--- src/rtl/epe_pkg.sv ---
package epe_pkg;

  // Datapath -> control: what the synchronised input did this cycle.
  typedef struct packed {
    logic rise;
    logic fall;
    logic level;
  } edge_evt_t;

  // Control -> datapath: refresh strobe requests.
  typedef struct packed {
    logic sendSet;
    logic sendClr;
  } ctl_cmd_t;

endpackage

--- src/rtl/epe_sync.sv ---
module epe_sync #(
  parameter int STAGES = 2
) (
  input  logic clk,
  input  logic rstN,
  input  logic din,
  output logic dout
);

  logic [STAGES-1:0] chain;

  for (genvar i = 0; i < STAGES; i++) begin : g_stage
    if (i == 0) begin : g_first
      always_ff @(posedge clk or negedge rstN) begin
        if (!rstN) chain[0] <= 1'b0;
        else       chain[0] <= din;
      end
    end else begin : g_rest
      always_ff @(posedge clk or negedge rstN) begin
        if (!rstN) chain[i] <= 1'b0;
        else       chain[i] <= chain[i-1];
      end
    end
  end

  assign dout = chain[STAGES-1];

endmodule

--- src/rtl/epe_datapath.sv ---
module epe_datapath
  import epe_pkg::*;
#(
  parameter int SYNC_STAGES = 2
) (
  input  logic      clk,
  input  logic      rstN,
  input  logic      syncLvl,
  input  ctl_cmd_t  cmd,
  output edge_evt_t evt,
  output logic      setStrobe,
  output logic      clrStrobe
);

  localparam int ARM_W = SYNC_STAGES + 1;

  // Fills with ones after reset; edges are ignored until the synchroniser
  // and the previous-level flop hold real samples.
  logic [ARM_W-1:0] armSr;
  logic             prevLvl;
  logic             armed;

  assign armed = armSr[ARM_W-1];

  always_ff @(posedge clk or negedge rstN) begin
    if (!rstN) begin
      armSr     <= '0;
      prevLvl   <= 1'b0;
      setStrobe <= 1'b0;
      clrStrobe <= 1'b0;
    end else begin
      armSr     <= {armSr[ARM_W-2:0], 1'b1};
      prevLvl   <= syncLvl;
      setStrobe <= evt.rise | cmd.sendSet;
      clrStrobe <= evt.fall | cmd.sendClr;
    end
  end

  always_comb begin
    evt.level = syncLvl;
    evt.rise  = armed &  syncLvl & ~prevLvl;
    evt.fall  = armed & ~syncLvl &  prevLvl;
  end


  strobe_excl_chk: assert property (@(posedge clk) disable iff (!rstN)
    !(setStrobe && clrStrobe));

  set_single_chk: assert property (@(posedge clk) disable iff (!rstN)
    setStrobe |=> !setStrobe);

  clr_single_chk: assert property (@(posedge clk) disable iff (!rstN)
    clrStrobe |=> !clrStrobe);

  set_level_chk: assert property (@(posedge clk) disable iff (!rstN)
    setStrobe |-> $past(syncLvl));

  clr_level_chk: assert property (@(posedge clk) disable iff (!rstN)
    clrStrobe |-> !$past(syncLvl));

endmodule

--- src/rtl/epe_control.sv ---
module epe_control
  import epe_pkg::*;
#(
  parameter int IDLE_CYCLES    = 200,
  parameter int REFRESH_CYCLES = 85
) (
  input  logic      clk,
  input  logic      rstN,
  input  edge_evt_t evt,
  output ctl_cmd_t  cmd
);

  localparam int IW = $clog2(IDLE_CYCLES + 1);
  localparam int RW = (REFRESH_CYCLES > 2) ? $clog2(REFRESH_CYCLES) : 1;
  localparam logic [IW-1:0] IDLE_LIM = IW'(IDLE_CYCLES);
  localparam logic [RW-1:0] REF_LAST = RW'(REFRESH_CYCLES - 1);

  logic [IW-1:0] idleCnt;
  logic [RW-1:0] refCnt;
  logic          anyEdge;
  logic          idleDone;
  logic          fire;

  assign anyEdge  = evt.rise | evt.fall;
  assign idleDone = (idleCnt == IDLE_LIM);
  assign fire     = idleDone & (refCnt == '0) & ~anyEdge;

  // Idle timer: cleared by every real transition, saturates at the threshold.
  always_ff @(posedge clk or negedge rstN) begin
    if (!rstN)         idleCnt <= '0;
    else if (anyEdge)  idleCnt <= '0;
    else if (!idleDone) idleCnt <= idleCnt + 1'b1;
  end

  // Refresh period timer: runs only once the idle threshold is reached.
  always_ff @(posedge clk or negedge rstN) begin
    if (!rstN)                   refCnt <= '0;
    else if (!idleDone || anyEdge) refCnt <= '0;
    else if (refCnt == REF_LAST) refCnt <= '0;
    else                         refCnt <= refCnt + 1'b1;
  end

  always_comb begin
    cmd.sendSet = fire &  evt.level;
    cmd.sendClr = fire & ~evt.level;
  end


  fire_gap_chk: assert property (@(posedge clk) disable iff (!rstN)
    (cmd.sendSet || cmd.sendClr) |=> !(cmd.sendSet || cmd.sendClr));

  idle_bound_chk: assert property (@(posedge clk) disable iff (!rstN)
    idleCnt <= IDLE_LIM);

endmodule

--- src/rtl/edge_pulse_encoder.sv ---
module edge_pulse_encoder
  import epe_pkg::*;
#(
  parameter int IDLE_CYCLES    = 200,
  parameter int REFRESH_CYCLES = 85,
  parameter int SYNC_STAGES    = 2
) (
  input  logic clk,
  input  logic rstN,
  input  logic dataIn,
  output logic setStrobe,
  output logic clrStrobe
);

  logic      syncLvl;
  edge_evt_t evt;
  ctl_cmd_t  cmd;

  epe_sync #(.STAGES(SYNC_STAGES)) u_sync (
    .clk  (clk),
    .rstN (rstN),
    .din  (dataIn),
    .dout (syncLvl)
  );

  epe_datapath #(.SYNC_STAGES(SYNC_STAGES)) u_dp (
    .clk       (clk),
    .rstN      (rstN),
    .syncLvl   (syncLvl),
    .cmd       (cmd),
    .evt       (evt),
    .setStrobe (setStrobe),
    .clrStrobe (clrStrobe)
  );

  epe_control #(
    .IDLE_CYCLES    (IDLE_CYCLES),
    .REFRESH_CYCLES (REFRESH_CYCLES)
  ) u_ctl (
    .clk  (clk),
    .rstN (rstN),
    .evt  (evt),
    .cmd  (cmd)
  );

endmodule

--- config.mk ---
export PLATFORM = sky130hd
export DESIGN_NAME = edge_pulse_encoder
export DESIGN_NICKNAME = d
export VERILOG_FILES = /design/src/rtl/epe_pkg.sv /design/src/rtl/epe_sync.sv /design/src/rtl/epe_datapath.sv /design/src/rtl/epe_control.sv /design/src/rtl/edge_pulse_encoder.sv
export SDC_FILE = /design/constraint.sdc
export NUM_CORES = 1
export LEC_CHECK = 0
export ABC_AREA = 0
export BUFFER_PORTS_ARGS = -buffer_cell sky130_fd_sc_hd__buf_2
export CAP_MARGIN = 40
export CORE_UTILIZATION = 25
export DETAILED_ROUTE_END_ITERATION = 6
export PLACE_DENSITY = 0.41
export SETUP_SLACK_MARGIN = 0.15
export SLEW_MARGIN = 20
export SYNTH_ARGS = -nofsm -noshare
export SYNTH_HDL_FRONTEND = slang
export SYNTH_SLANG_ARGS = --single-unit
--- constraint.sdc ---
create_clock -name clk -period 2.9 [get_ports clk]
set_clock_uncertainty 0.05 [all_clocks]
set_input_delay 0.145 -clock clk [delete_from_list [all_inputs] [get_ports clk]]
set_output_delay 0.145 -clock clk [all_outputs]
set_load 0.03 [all_outputs]
# After elaboration in Yosys (flattened, before gate mapping)
# Cells that the tools add are included.
[op_classes]
n_addsub = 2
n_eq_ne = 3
mux = 4
bitwise = 14
n_reduce_logical = 3
[ops]
columns = ["operator", "n"]
rows = [
  ["2-to-1 mux 8 bit", 2],
  ["2-to-1 mux 7 bit", 2],
  ["adder 8 x 1 -> 8 bit (second input constant)", 1],
  ["bitwise AND 1 bit", 8],
  ["equality test 8 bit (second input constant)", 1],
  ["adder 7 x 1 -> 7 bit (second input constant)", 1],
  ["equality test 7 bit (second input constant)", 1],
  ["zero test 7 bit", 1],
  ["inverter 1 bit", 3],
  ["bitwise OR 1 bit", 3],
  ["inequality test 2 x 1 -> 1 bit (second input constant)", 1],
  ["zero test 1 bit", 1],
  ["logical OR 1 bit", 1],
]
[totals]
ff_bits = 23
inputBits = 3
out_inout_bits = 2
wordCells = 34

# Logic depth before layout (Yosys ltp)
# Gate-level depths: netlist (run 1).
[depth]
depth_word = 8
depth_mapped = 5
depth_no_buf = 5

# Cells and area by module
# A second synthesis (run 1) with hierarchy kept.
[unflattened]
cells_unflattened = 106
hier_area_um2 = 1097.3
[modules_own_cells]
columns = ["mod", "instances", "cells_each", "area_each_um2", "seq_area_each_um2"]
rows = [
  ["epe_control", 1, 90, 855.8, 375.4],
  ["epe_datapath", 1, 14, 191.4, 150.1],
  ["epe_sync", 1, 2, 50.0, 50.0],
]

# Worst setup path before layout (run 1)
# No wires, ideal clock.
[synth_timing]
path_kind = "register to register"
start = "reg u_ctl.refCnt[0]"
end = "reg u_dp.setStrobe"
setup_time_ps = 73
arrival_ps = 1536
required_time_ps = 2777
path_slack_ps = 1241
path_stages_with_launch = 6
path_buffers = 0
period_less_slack_ps = 1659
path_cell_list = "dfrtp_1 > inv_1 > ha_1 > or3b_1 > or4_4 > a21boi_2"
[synth_via]
elab_chain_cells = 5
[synth_rtl]
columns = ["element", "line", "rtl"]
rows = [
  ["from (decl)", "epe_control.sv:19", "logic [RW-1:0] refCnt;"],
  ["from (signal assigned)", "epe_control.sv:40", "else refCnt <= refCnt + 1'b1;"],
  ["zero test 7 bit", "epe_control.sv:26", "assign fire = idleDone & (refCnt == '0) & ~anyEdge;"],
  ["bitwise AND 1 bit (2 in a row)", "epe_control.sv:26", ""],
  ["bitwise AND 1 bit", "epe_control.sv:44", "cmd.sendSet = fire & evt.level;"],
  ["bitwise OR 1 bit", "epe_datapath.sv:34", "setStrobe <= evt.rise | cmd.sendSet;"],
  ["to (signal assigned)", "epe_datapath.sv:34", ""],
  ["to (decl)", "epe_datapath.sv:11", "output logic setStrobe,"],
]
# Every way passes these cells.
# A chain may end at the register's enable or synchronous reset.

# Worst setup path after layout (run 1)
[layout_timing]
start = "reg u_ctl.refCnt[0]"
end = "reg u_ctl.refCnt[4]"
[layout_via]
elab_chain_cells = 3
word_cells_on_any_way = 4
cone_classes = "add/sub: 1; eq/ne: 1; mux: 2"
[layout_rtl]
columns = ["element", "line", "rtl"]
rows = [
  ["adder 7 x 1 -> 7 bit / equality test 7 bit (equally long branches)", "epe_control.sv:40, epe_control.sv:39", ""],
  ["2-to-1 mux 7 bit (*)", "epe_control.sv:39", "else if (refCnt == REF_LAST) refCnt <= '0;"],
  ["2-to-1 mux 7 bit (*)", "epe_control.sv:38", "else if (!idleDone || anyEdge) refCnt <= '0;"],
]
# Mark *: on every way between the ends. The rest lies on a longest branch, timed or not.

==> results of run 1 <==
cell usage in the layout (no fill, tap or decap), drive strengths merged, types with 2 or more instances in the layout:
cell type	count
xor2	4
xnor2	3
buf	4
clkbuf	3
nand2	5
a211oi	3
nor3	4
inv	6
dlygate4sd3	2
o21ai	7
a21oi	6
dfrtp	23
nand3	10
nor2	3
ha	4
or3	6
area by class of cell:
| type | count | area (um^2) | area share [%] |
|---|---|---|---|
| clock buffers | 3 | 41.29 | 3.466 |
| flip-flops and latches | 23 | 575.6 | 48.32 |
| clock inverters | 1 | 7.507 | 0.6303 |
| well taps | 50 | 62.56 | 5.252 |
| inverters | 6 | 22.52 | 1.891 |
| repair buffers | 6 | 40.04 | 3.361 |
| multi-input cells | 67 | 441.7 | 37.08 |
sequential cells by signal, indices dropped and copies added, names as in the netlist:
register	cells
u_ctl.idleCnt	8
u_ctl.refCnt	7
u_dp.armSr	3
u_dp.clrStrobe	1
u_dp.prevLvl	1
u_dp.setStrobe	1
u_sync.chain	1
u_sync.dout	1
layer usage:
| layer | wire, um | vias to the layer above | global-route usage (%) |
|---|---|---|---|
| met5 | 0 | - | 0 |
| met4 | 19 | 0 | 4.255 |
| met3 | 37 | 2 | 3.596 |
| met2 | 879 | 4 | 16.33 |
| met1 | 924 | 361 | 12.30 |
| li1 | - | 359 | - |
final timing paths:
path,slack [ns],to,cells after the start,from
worst max-delay path,1.15,u_ctl.refCnt[4],5,u_ctl.refCnt[0]
worst min-delay path,0.31,u_sync.dout,0,u_sync.chain[0]
worst max register to register,1.15,u_ctl.refCnt[4],5,u_ctl.refCnt[0]
worst min register to register,0.31,u_sync.dout,0,u_sync.chain[0]
max in group asynchronous,2.13,u_ctl.refCnt[6],2,rstN
min in group asynchronous,0.32,u_dp.armSr[1],2,rstN
kinds of logic after synthesis:
logic type	Yosys count	synth area share, %
AO/OA/AOI/OAI	18	10.47
XOR/XNOR	7	5.897
adder cells (fa/ha/maj)	4	4.814
buffers and inverters	6	2.166
flip-flops	23	55.35
other	1	0.3607
AND/OR/NAND/NOR	37	20.94
power groups by stage:
stage               logic, mW  registers [mW]  clock network, mW
floorplan              0.0626           0.389                  0
global placement       0.0827           0.399                  0
detailed placement     0.0837           0.400                  0
CTS                    0.0863           0.394              0.213
global route           0.0990           0.401              0.225
finish                 0.0839           0.394              0.204
metrics by stage:
| stage | setup WS [ns] | cells | total power, mW | instance area [um^2] | utilization [%] |
|---|---|---|---|---|---|
| floorplan | 1.241 | 96 | 0.4517 | 1040 | - |
| global placement | 1.208 | 150 | 0.4815 | 1122 | 28.06 |
| detailed placement | 1.161 | 150 | 0.4833 | 1122 | 28.06 |
| CTS | 1.149 | 156 | 0.6930 | 1191 | 29.78 |
| global route | 1.046 | 156 | 0.7248 | 1191 | 29.78 |
| finish | 1.151 | 156 | 0.6818 | 1191 | 29.78 |
repair_timing:
| action | in CTS | in global routing |
|---|---|---|
| endpoints found under the hold margin | 24 | 0 |
| endpoints found under the setup margin | 0 | 0 |
| hold buffers | 2 | 0 |
==> impl_metrics.csv, run 1 <==
group,metric,value,unit
run_status,outcome,"complete, no violations",
clocking,cts_root_buffer,"clkbuf_8",
timing,slew_headroom,59.21,%
critical_path,path_buf_inv,1,
grt,grt_pass1_vias,753,
timing,hold_viol_final,0,
critical_path,cpPeakStageDelay,0.46,ns
floorplanning,num_rows,23,
synth,ys_seq_elements,23,
timing,period_share,60.32,%
drt,drc,0,
floorplanning,ioPinCount,5,
critical_path,arrival,1.83,ns
timing,fin_setup_tns,0,ns
pwr,clockPowerShare,29.9,%
flow_run,cap_violations,0,
critical_path,critPathSlowestCell,"o22ai_1",
timing,fin_hold_ws,0.3051,ns
critical_path,crit_family,"simple AND/OR/NAND/NOR gates",
clocking,clock_sinks,23,
synth,synth-async-reset-ratio,100.0,%
placed_design,place_congestion,0.7733,
synth,ys_warn_count,0,
synth,synth_flop_cell,"dfrtp_1",
critical_path,crit_path_end_kind,"register",
timing,finalSetupViolCount,0,
pwr,p_sw_share,28.59,%
drt,wire_per_inst,11.92,um
pwr,intPower,0.4868,mW
floorplanning,die_x,66.49,um
pwr,ir_worst_vdd,0.2779,mV
drt,dr.pass1.iters,4,
synth,synth-edff-count,0,
drt,drtAntennaViolNets,0,
critical_path,crit_required,2.98,ns
grt,grt_pass1_wl,3332,um
clocking,post_cts_resized,0,
floorplanning,die_y,66.49,um
clocking,post-cts-setup-buffers,0,
floorplanning,die-area,0.004421,mm^2
synth,synth_area,0.001040,mm^2
final_layout,final_nets,114,
grt,grt_usage,10.19,%
grt,grt_max_degree,24,
synth,synth.distinct_cells,26,
pwr,p_seq_share,57.8,%
drt,num_vias,726,
final_layout,layout-drive-gt1-share,11.32,%
clocking,clock_latency,0.26,ns
grt,antenna_found_initial,0,
timing,fmax,0.5717,GHz
pwr,p_switching,0.1949,mW
synth,synth_seq_area_share,55.35,%
critical_path,crit_fanout,6,
critical_path,critPathLaunchType,"register",
final_layout,area_delta_synth_final,14.56,%
floorplanning,start_util,25.99,%
pwr,power.leakage,0.4889,nW
drt,vias_per_cell,4.654,
placed_design,hpwl,1339,um
synth,ys_top_cells_by_area,"dfrtp_1 (55%), ha_1 (4.8%), nand3_1 (4.8%), or3_1 (3.6%), o21ai_0 (3.4%)",
synth,post-synth-top-count-cell,"dfrtp_1",
clocking,numCtsBuffers,3,
grt,gr-total-overflow,0,
pwr,combPwrFrac,12.3,%
placed_design,numPortBuffers,4,
hold_path,hp-class,"reg2reg",
critical_path,path_cells,"inv_1, ha_1, or3b_1, o22ai_1, nor3_1",
floorplanning,fp.coreArea,0.004000,mm^2
timing,tightest_slew,0.6096,ns
pwr,power_density,572.4,mW/mm^2
synth,synth_cells,96,
drt,dr.first_iter.drc_count,20,
synth,ys_top_cells_by_count,"dfrtp_1 (23), nand3_1 (10), o21ai_0 (7)",
timing,grt_setup_unrepaired,"no",
synth,synth_area_per_cell,10.83,um^2
synth,yosys.area.top_type_share,55.35,%
clocking,clkTransAtPathRegs,0.09,ns
timing,fin_crit,1.749,ns
final_layout,diodes,0,
drt,wl,1859,um
synth,synth_area_leader_cell,"dfrtp_1",
clocking,clk_path_buf_depth,2,
synth,synth.net_count,103,
final_layout,nFillCells,417,
critical_path,worst-setup-path-type,"reg2reg",
timing,maxSlewViolCount,0,
clocking,ctsHtreeMaxLevel,1,
clocking,cts_tree,"yes",
No activity file was read; power rests on OpenSTA's default activity.
==> run 2: changes to the inputs <==
--- a/config.mk
+++ b/config.mk
@@ -5,12 +5,12 @@
 export SDC_FILE = /design/constraint.sdc
 export NUM_CORES = 1
 export LEC_CHECK = 0
-export ABC_AREA = 0
+export ABC_AREA = 1
 export BUFFER_PORTS_ARGS = -buffer_cell sky130_fd_sc_hd__buf_2
 export CAP_MARGIN = 40
 export CORE_UTILIZATION = 25
 export DETAILED_ROUTE_END_ITERATION = 6
-export PLACE_DENSITY = 0.41
+export PLACE_DENSITY = 0.42
 export SETUP_SLACK_MARGIN = 0.15
 export SLEW_MARGIN = 20
 export SYNTH_ARGS = -nofsm -noshare
==> constraint.sdc (replaced) <==
create_clock -name clk -period 1.5 [get_ports clk]
set_clock_uncertainty 0.05 [all_clocks]
set_input_delay 0.075 -clock clk [delete_from_list [all_inputs] [get_ports clk]]
set_output_delay 0.075 -clock clk [all_outputs]
set_load 0.03 [all_outputs]
==> run 2 against run 1 <==
Combinational power rose by 100%; clock power rose by 91%; worst setup slack got worse by 1.0 ns; die area rose by 11%; power rose by 82%; highest routed layer unchanged; routed wire length rose by 6.3%; largest power group unchanged.
==> impl_metrics.csv, run 2 <==
group,metric,value,unit
placed_design,hpwl,1394,um
synth,synth-compound-area-share,4.545,%
placed_design,placed_area,0.001241,mm^2
flow_run,cap_violations,0,
timing,hold_viol_final,0,
pwr,p_switching,0.3256,mW
pwr,ir_worst_vdd,0.5036,mV
final_layout,area_delta_synth_final,19.59,%
critical_path,r2r_slack,0.13,ns
floorplanning,ioPinCount,5,
synth,synth_area,0.001156,mm^2
critical_path,crit_path_end_kind,"register",
pwr,power,1.239,mW
floorplanning,die_x,70.01,um
critical_path,arrival,1.51,ns
final_layout,final_cell_mix,"dfrtp_1 (23), nand2_1 (21), inv_1 (12), nor2_1 (11), nand3_1 (9)",
synth,synth.net_count,134,
hold_path,hp-class,"in2async",
pwr,power.leakage,0.6694,nW
grt,grt_max_degree,24,
final_layout,fin_cells,195,
drt,wl_met3,76,um
drt,drtAntennaViolNets,0,
grt,grt_usage,8.744,%
drt,dr.first_iter.drc_count,26,
timing,period_share,91.02,%
pwr,intPower,0.9134,mW
final_layout,final_nets,151,
clocking,clock_sinks,23,
synth,post-synth-top-count-cell,"dfrtp_1",
floorplanning,die-area,0.004901,mm^2
drt,wl,1977,um
final_layout,top_regs,"u_ctl.idleCnt x8, u_ctl.refCnt x7, u_dp.armSr x3",
synth,synth.distinct_cells,24,
synth,synth-edff-count,0,
drt,wire_per_inst,10.14,um
synth,synth-async-reset-ratio,100.0,%
timing,grt_setup_unrepaired,"yes",
synth,synth-simple-area-share,34.20,%
synth,ys_top_cells_by_area,"dfrtp_1 (50%), nand2_1 (7.1%), inv_1 (4.5%), ha_1 (4.3%), nand3_1 (4.3%)",
drt,drt-met1-wl,921,um
grt,antenna_found_initial,0,
timing,finalSetupViolCount,0,
clocking,clk_path_buf_depth,2,
floorplanning,fp.coreArea,0.004414,mm^2
final_layout,stdcell_area,0.001383,mm^2
synth,ys_top_cells_by_count,"dfrtp_1 (23), nand2_1 (22), inv_1 (14)",
synth,ys_warn_count,0,
floorplanning,start_util,26.19,%
synth,synthAdderAreaFrac,4.329,%
final_layout,largest_reg_flops,8,
pwr,power_density,896.2,mW/mm^2
clocking,ctsHtreeMaxLevel,1,
placed_design,post-place-ws,0.1620,ns
final_layout,regMostFlops,"u_ctl.idleCnt",
floorplanning,num_rows,24,
synth,yosys.area.top_type_share,49.78,%
drt,num_vias,832,
placed_design,dp_cells,183,
final_layout,diodes,0,
synth,synth_flop_cell,"dfrtp_1",
placed_design,place_congestion,0.7225,
critical_path,critPathLaunchType,"register",
final_layout,layout-drive-gt1-share,32.17,%
timing,slew_headroom,65.54,%
pwr,combPwrFrac,13.7,%
clocking,cts_root_buffer,"clkbuf_8",
synth,ys_seq_elements,23,
critical_path,worst-setup-path-type,"reg2reg",
synth,synthXorXnorAreaFrac,0,%
clocking,numCtsBuffers,3,
timing,fin_setup_tns,0,ns
timing,fin_crit,1.365,ns
floorplanning,die_y,70.01,um
critical_path,crit_required,1.65,ns
synth,synth_area_per_cell,9.103,um^2
drt,dr.pass1.iters,4,
pwr,p_sw_share,26.28,%
grt,grt_pass1_wl,3332,um
grt,gr-total-overflow,0,
synth,synth_top_family_by_area,"simple AND/OR/NAND/NOR gates",
timing,maxSlewViolCount,0,
placed_design,numPortBuffers,4,
clocking,clock_latency,0.27,ns
timing,setup_slack,0.1347,ns
critical_path,crit_fanout,6,
synth,synth_cells,127,
timing,tightest_slew,0.5169,ns
run_status,outcome,"complete, no violations",
clocking,clkTransAtPathRegs,0.08,ns
drt,routed.top_layer,"met4",
synth,synth_area_leader_cell,"dfrtp_1",
synth,synth_mux_area_share,0,%
drt,route.met2.wl,961,um
pwr,p_seq_share,54.8,%
synth,synth_seq_area_share,49.78,%
pwr,clockPowerShare,31.4,%
final_layout,final_common_cell,"dfrtp_1",
timing,fmax,0.7324,GHz
drt,drc,0,
grt,grt_pass1_vias,792,
drt,vias_per_cell,4.267,
clocking,cts_tree,"yes",
-- run 2: cell families after synthesis --
| family | Yosys count |
|---|---|
| AND/OR/NAND/NOR | 68 |
| adder cells (fa/ha/maj) | 4 |
| other | 1 |
| AO/OA/AOI/OAI | 10 |
| buffers and inverters | 21 |
| flip-flops | 23 |
-- run 2: worst paths after layout --
path | start | endpoint | cells past startpoint
setup / recovery | u_ctl.idleCnt[0] | u_ctl.refCnt[2] | 6
hold / removal | rstN | u_dp.armSr[1] | 2
setup reg to reg | u_ctl.idleCnt[0] | u_ctl.refCnt[2] | 6
max in group asynchronous | rstN | u_ctl.idleCnt[1] | 2
hold reg to reg | u_dp.armSr[0] | u_dp.armSr[1] | 0
min in group clk | u_dp.armSr[0] | u_dp.armSr[1] | 0
-- run 2: critical path, stage by stage, from the launching register on --
cell	delay, ns
dfrtp_1	0.43
inv_2	0.10
ha_4	0.14
nand3_4	0.08
nor2_8	0.16
nand3_4	0.14
nor3_2	0.18
-- run 2: cell type report --
type | instances | area (um^2)
clock buffer | 3 | 41.29
clock inverter | 1 | 5.005
fill | 443 | 3032
inverter | 21 | 78.83
multi-input combinational | 83 | 531.8
sequential | 23 | 575.6
tap | 52 | 65.06
timing repair buffer | 12 | 85.08
-- run 2: per-stage QoR --
stage	hold slack [ns]	util, %
2_1_floorplan	-0.2706	-
3_3_place_gp	0.03180	28.12
6_report	0.2552	31.32
5_1_grt	0.2988	31.32
3_5_place_dp	0.04269	28.12
4_1_cts	0.2831	29.62
-- run 2: timing repair --
action                     in CTS  in global routing
cloned                          0                  0
setup endpoints to repair       1                  9
pin swaps                       1                  4
setup buffers                   0                  6
hold buffers                    2                  0
gates resized for setup         0                  8
hold endpoints to repair       24                  0
-- run 2: power groups by stage --
stage	registers [mW]	logic [mW]	clock network, mW
after global placement	0.687	0.107	0
after detailed placement	0.688	0.109	0
after global routing	0.683	0.188	0.436
after CTS	0.675	0.113	0.405
final	0.679	0.170	0.390
after floorplan	0.686	0.0741	0
-- run 2: metal layers --
metal	track usage, %	vias to the layer above
li1	-	431
met1	9.800	391
met2	14.53	8
met3	3.608	2
met4	3.778	0
met5	0	-
==> run 3: changes to the inputs <==
--- a/config.mk
+++ b/config.mk
@@ -5,12 +5,11 @@
 export SDC_FILE = /design/constraint.sdc
 export NUM_CORES = 1
 export LEC_CHECK = 0
-export ABC_AREA = 1
 export BUFFER_PORTS_ARGS = -buffer_cell sky130_fd_sc_hd__buf_2
 export CAP_MARGIN = 40
 export CORE_UTILIZATION = 25
 export DETAILED_ROUTE_END_ITERATION = 6
-export PLACE_DENSITY = 0.42
+export PLACE_DENSITY = 0.43
 export SETUP_SLACK_MARGIN = 0.15
 export SLEW_MARGIN = 20
 export SYNTH_ARGS = -nofsm -noshare
==> run 3 against run 2 <==
The run now ends with negative setup slack left; critical path type unchanged; via count rose by 0.72%; maximum frequency shrank 16%; non-clock buffer count grew 15; clock power about the same; die area decreased by 9.8%; worst setup slack got worse by 0.27 ns; routed wire length increased by 20%; power is 23% higher; register-to-register slack got worse by 0.27 ns.
==> impl_metrics.csv, run 3 (synthesized netlist as in run 1, its figures left out) <==
group,metric,value,unit
grt,gr-total-overflow,0,
clocking,cts_tree,"yes",
final_layout,layout-drive-gt1-share,43.31,%
placed_design,dp_cells,167,
floorplanning,ioPinCount,5,
run_status,outcome,"complete, but fails checks",
timing,grt_setup_unrepaired,"yes",
grt,grt_pass1_wl,3677,um
grt,grt_max_degree,24,
grt,antenna_found_initial,0,
timing,tightest_slew,0.5339,ns
critical_path,arrival,1.79,ns
grt,grt_pass1_vias,810,
placed_design,numPortBuffers,4,
timing,period_share,108.8,%
critical_path,worst-setup-path-type,"reg2reg",
run_status,failed_checks,"negative setup slack",
drt,wl,2373,um
final_layout,nFillCells,396,
final_layout,regMostFlops,"u_ctl.idleCnt",
timing,fin_crit,1.633,ns
critical_path,critPathLaunchType,"register",
floorplanning,die_y,66.49,um
final_layout,largest_reg_flops,8,
drt,num_vias,838,
critical_path,crit_path_end_kind,"register",
clocking,clkTransAtPathRegs,0.08,ns
drt,drtAntennaViolNets,0,
critical_path,cp.depth,5,
pwr,power,1.524,mW
clocking,clock_sinks,23,
critical_path,critPathSlowestCell,"or4_4",
clocking,clk_path_buf_depth,2,
final_layout,area_delta_synth_final,42.60,%
placed_design,hpwl,1607,um
floorplanning,die-area,0.004421,mm^2
timing,maxSlewViolCount,0,
floorplanning,start_util,25.99,%
timing,slew_headroom,64.40,%
timing,finalSetupViolCount,8,
hold_path,hp-class,"in2async",
pwr,power.leakage,0.6293,nW
timing,fmax,0.6125,GHz
critical_path,path_buf_inv,1,
placed_design,post-place-ws,-0.1189,ns
critical_path,crit_family,"simple AND/OR/NAND/NOR gates",
final_layout,final_nets,135,
floorplanning,num_rows,23,
timing,fin_hold_ws,0.2672,ns
final_layout,diodes,0,
floorplanning,fp.coreArea,0.004000,mm^2
critical_path,crit_required,1.65,ns
grt,grt_usage,11.32,%
drt,dr.pass1.iters,3,
critical_path,path_cells,"inv_1, ha_1, or3b_4, or4_4, a21boi_2",
placed_design,placed_area,0.001250,mm^2
final_layout,final_common_cell,"dfrtp_1",
critical_path,worstRegToRegCells,5,
clocking,cts_root_buffer,"clkbuf_8",
drt,wire_per_inst,13.41,um
placed_design,place_congestion,0.6933,
final_layout,top_regs,"u_ctl.idleCnt x8, u_ctl.refCnt x7, u_dp.armSr x3",
floorplanning,die_x,66.49,um
clocking,ctsHtreeMaxLevel,1,
drt,dr.first_iter.drc_count,14,
flow_run,cap_violations,0,
final_layout,final_util,37.07,%
clocking,clock_latency,0.26,ns
critical_path,crit_fanout,2,
critical_path,cpPeakStageDelay,0.44,ns
timing,fin_setup_tns,-0.6688,ns
pwr,ir_worst_vdd,0.4572,mV
final_layout,fin_cells,177,
drt,drc,0,
clocking,numCtsBuffers,3,
timing,setup_slack,-0.1327,ns
final_layout,stdcell_area,0.001483,mm^2
final_layout,final_cell_mix,"dfrtp_1 (23), buf_4 (14), nand3_1 (7), o21ai_0 (7), buf_6 (7)",
timing,hold_viol_final,0,
drt,vias_per_cell,4.734,
pwr,power_density,1028,mW/mm^2
==> run 3: final timing paths <==
check | slack (ns) | endpoint | from
worst max-delay path | -0.13 | u_dp.setStrobe | u_ctl.refCnt[1]
worst min-delay path | 0.27 | u_ctl.idleCnt[2] | rstN
max in group asynchronous | 0.78 | u_ctl.idleCnt[6] | rstN
worst max register to register | -0.13 | u_dp.setStrobe | u_ctl.refCnt[1]
min in group clk | 0.30 | u_sync.dout | u_sync.chain[0]
worst min register to register | 0.30 | u_sync.dout | u_sync.chain[0]
==> run 3: worst register-to-register path: cells and delay by family (launching register included) <==
kind	cells	cell delay [ns]
AO/OA/AOI/OAI	1	0.12
buffers and inverters	1	0.06
AND/OR/NAND/NOR	2	0.81
adder cells (fa/ha/maj)	1	0.13
flip-flops	1	0.39
==> run 3: repair_timing <==
action,in CTS,in global routing
resized for setup,5,28
buffers inserted,0,4
hold buffers,2,0
endpoints found under the setup margin,17,16
cloned,0,0
pin swaps,1,12
hold endpoints to repair,24,0
==> run 3: where the power goes <==
part | internal, mW | switching [mW]
Combinational | 0.215 | 0.207
Sequential | 0.675 | 0.0367
Clock | 0.185 | 0.204
==> run 3: routing by layer <==
metal  vias to the layer above  GRT usage [%]  wire, um
li1                        401              -         -
met4                         0          3.191        22
met2                         6          19.90      1241
met3                         2          3.596        48
met1                       429          13.07      1060
met5                         -              0         0
==> run 3: final cells by class <==
class | instances | area (um^2) | share of cell area, %
tap | 50 | 62.56 | 4.219
multi-input combinational | 67 | 551.8 | 37.22
sequential | 23 | 575.6 | 38.82
inverter | 6 | 22.52 | 1.519
clock inverter | 1 | 5.005 | 0.3376
clock buffer | 3 | 41.29 | 2.785
timing repair buffer | 27 | 224.0 | 15.11
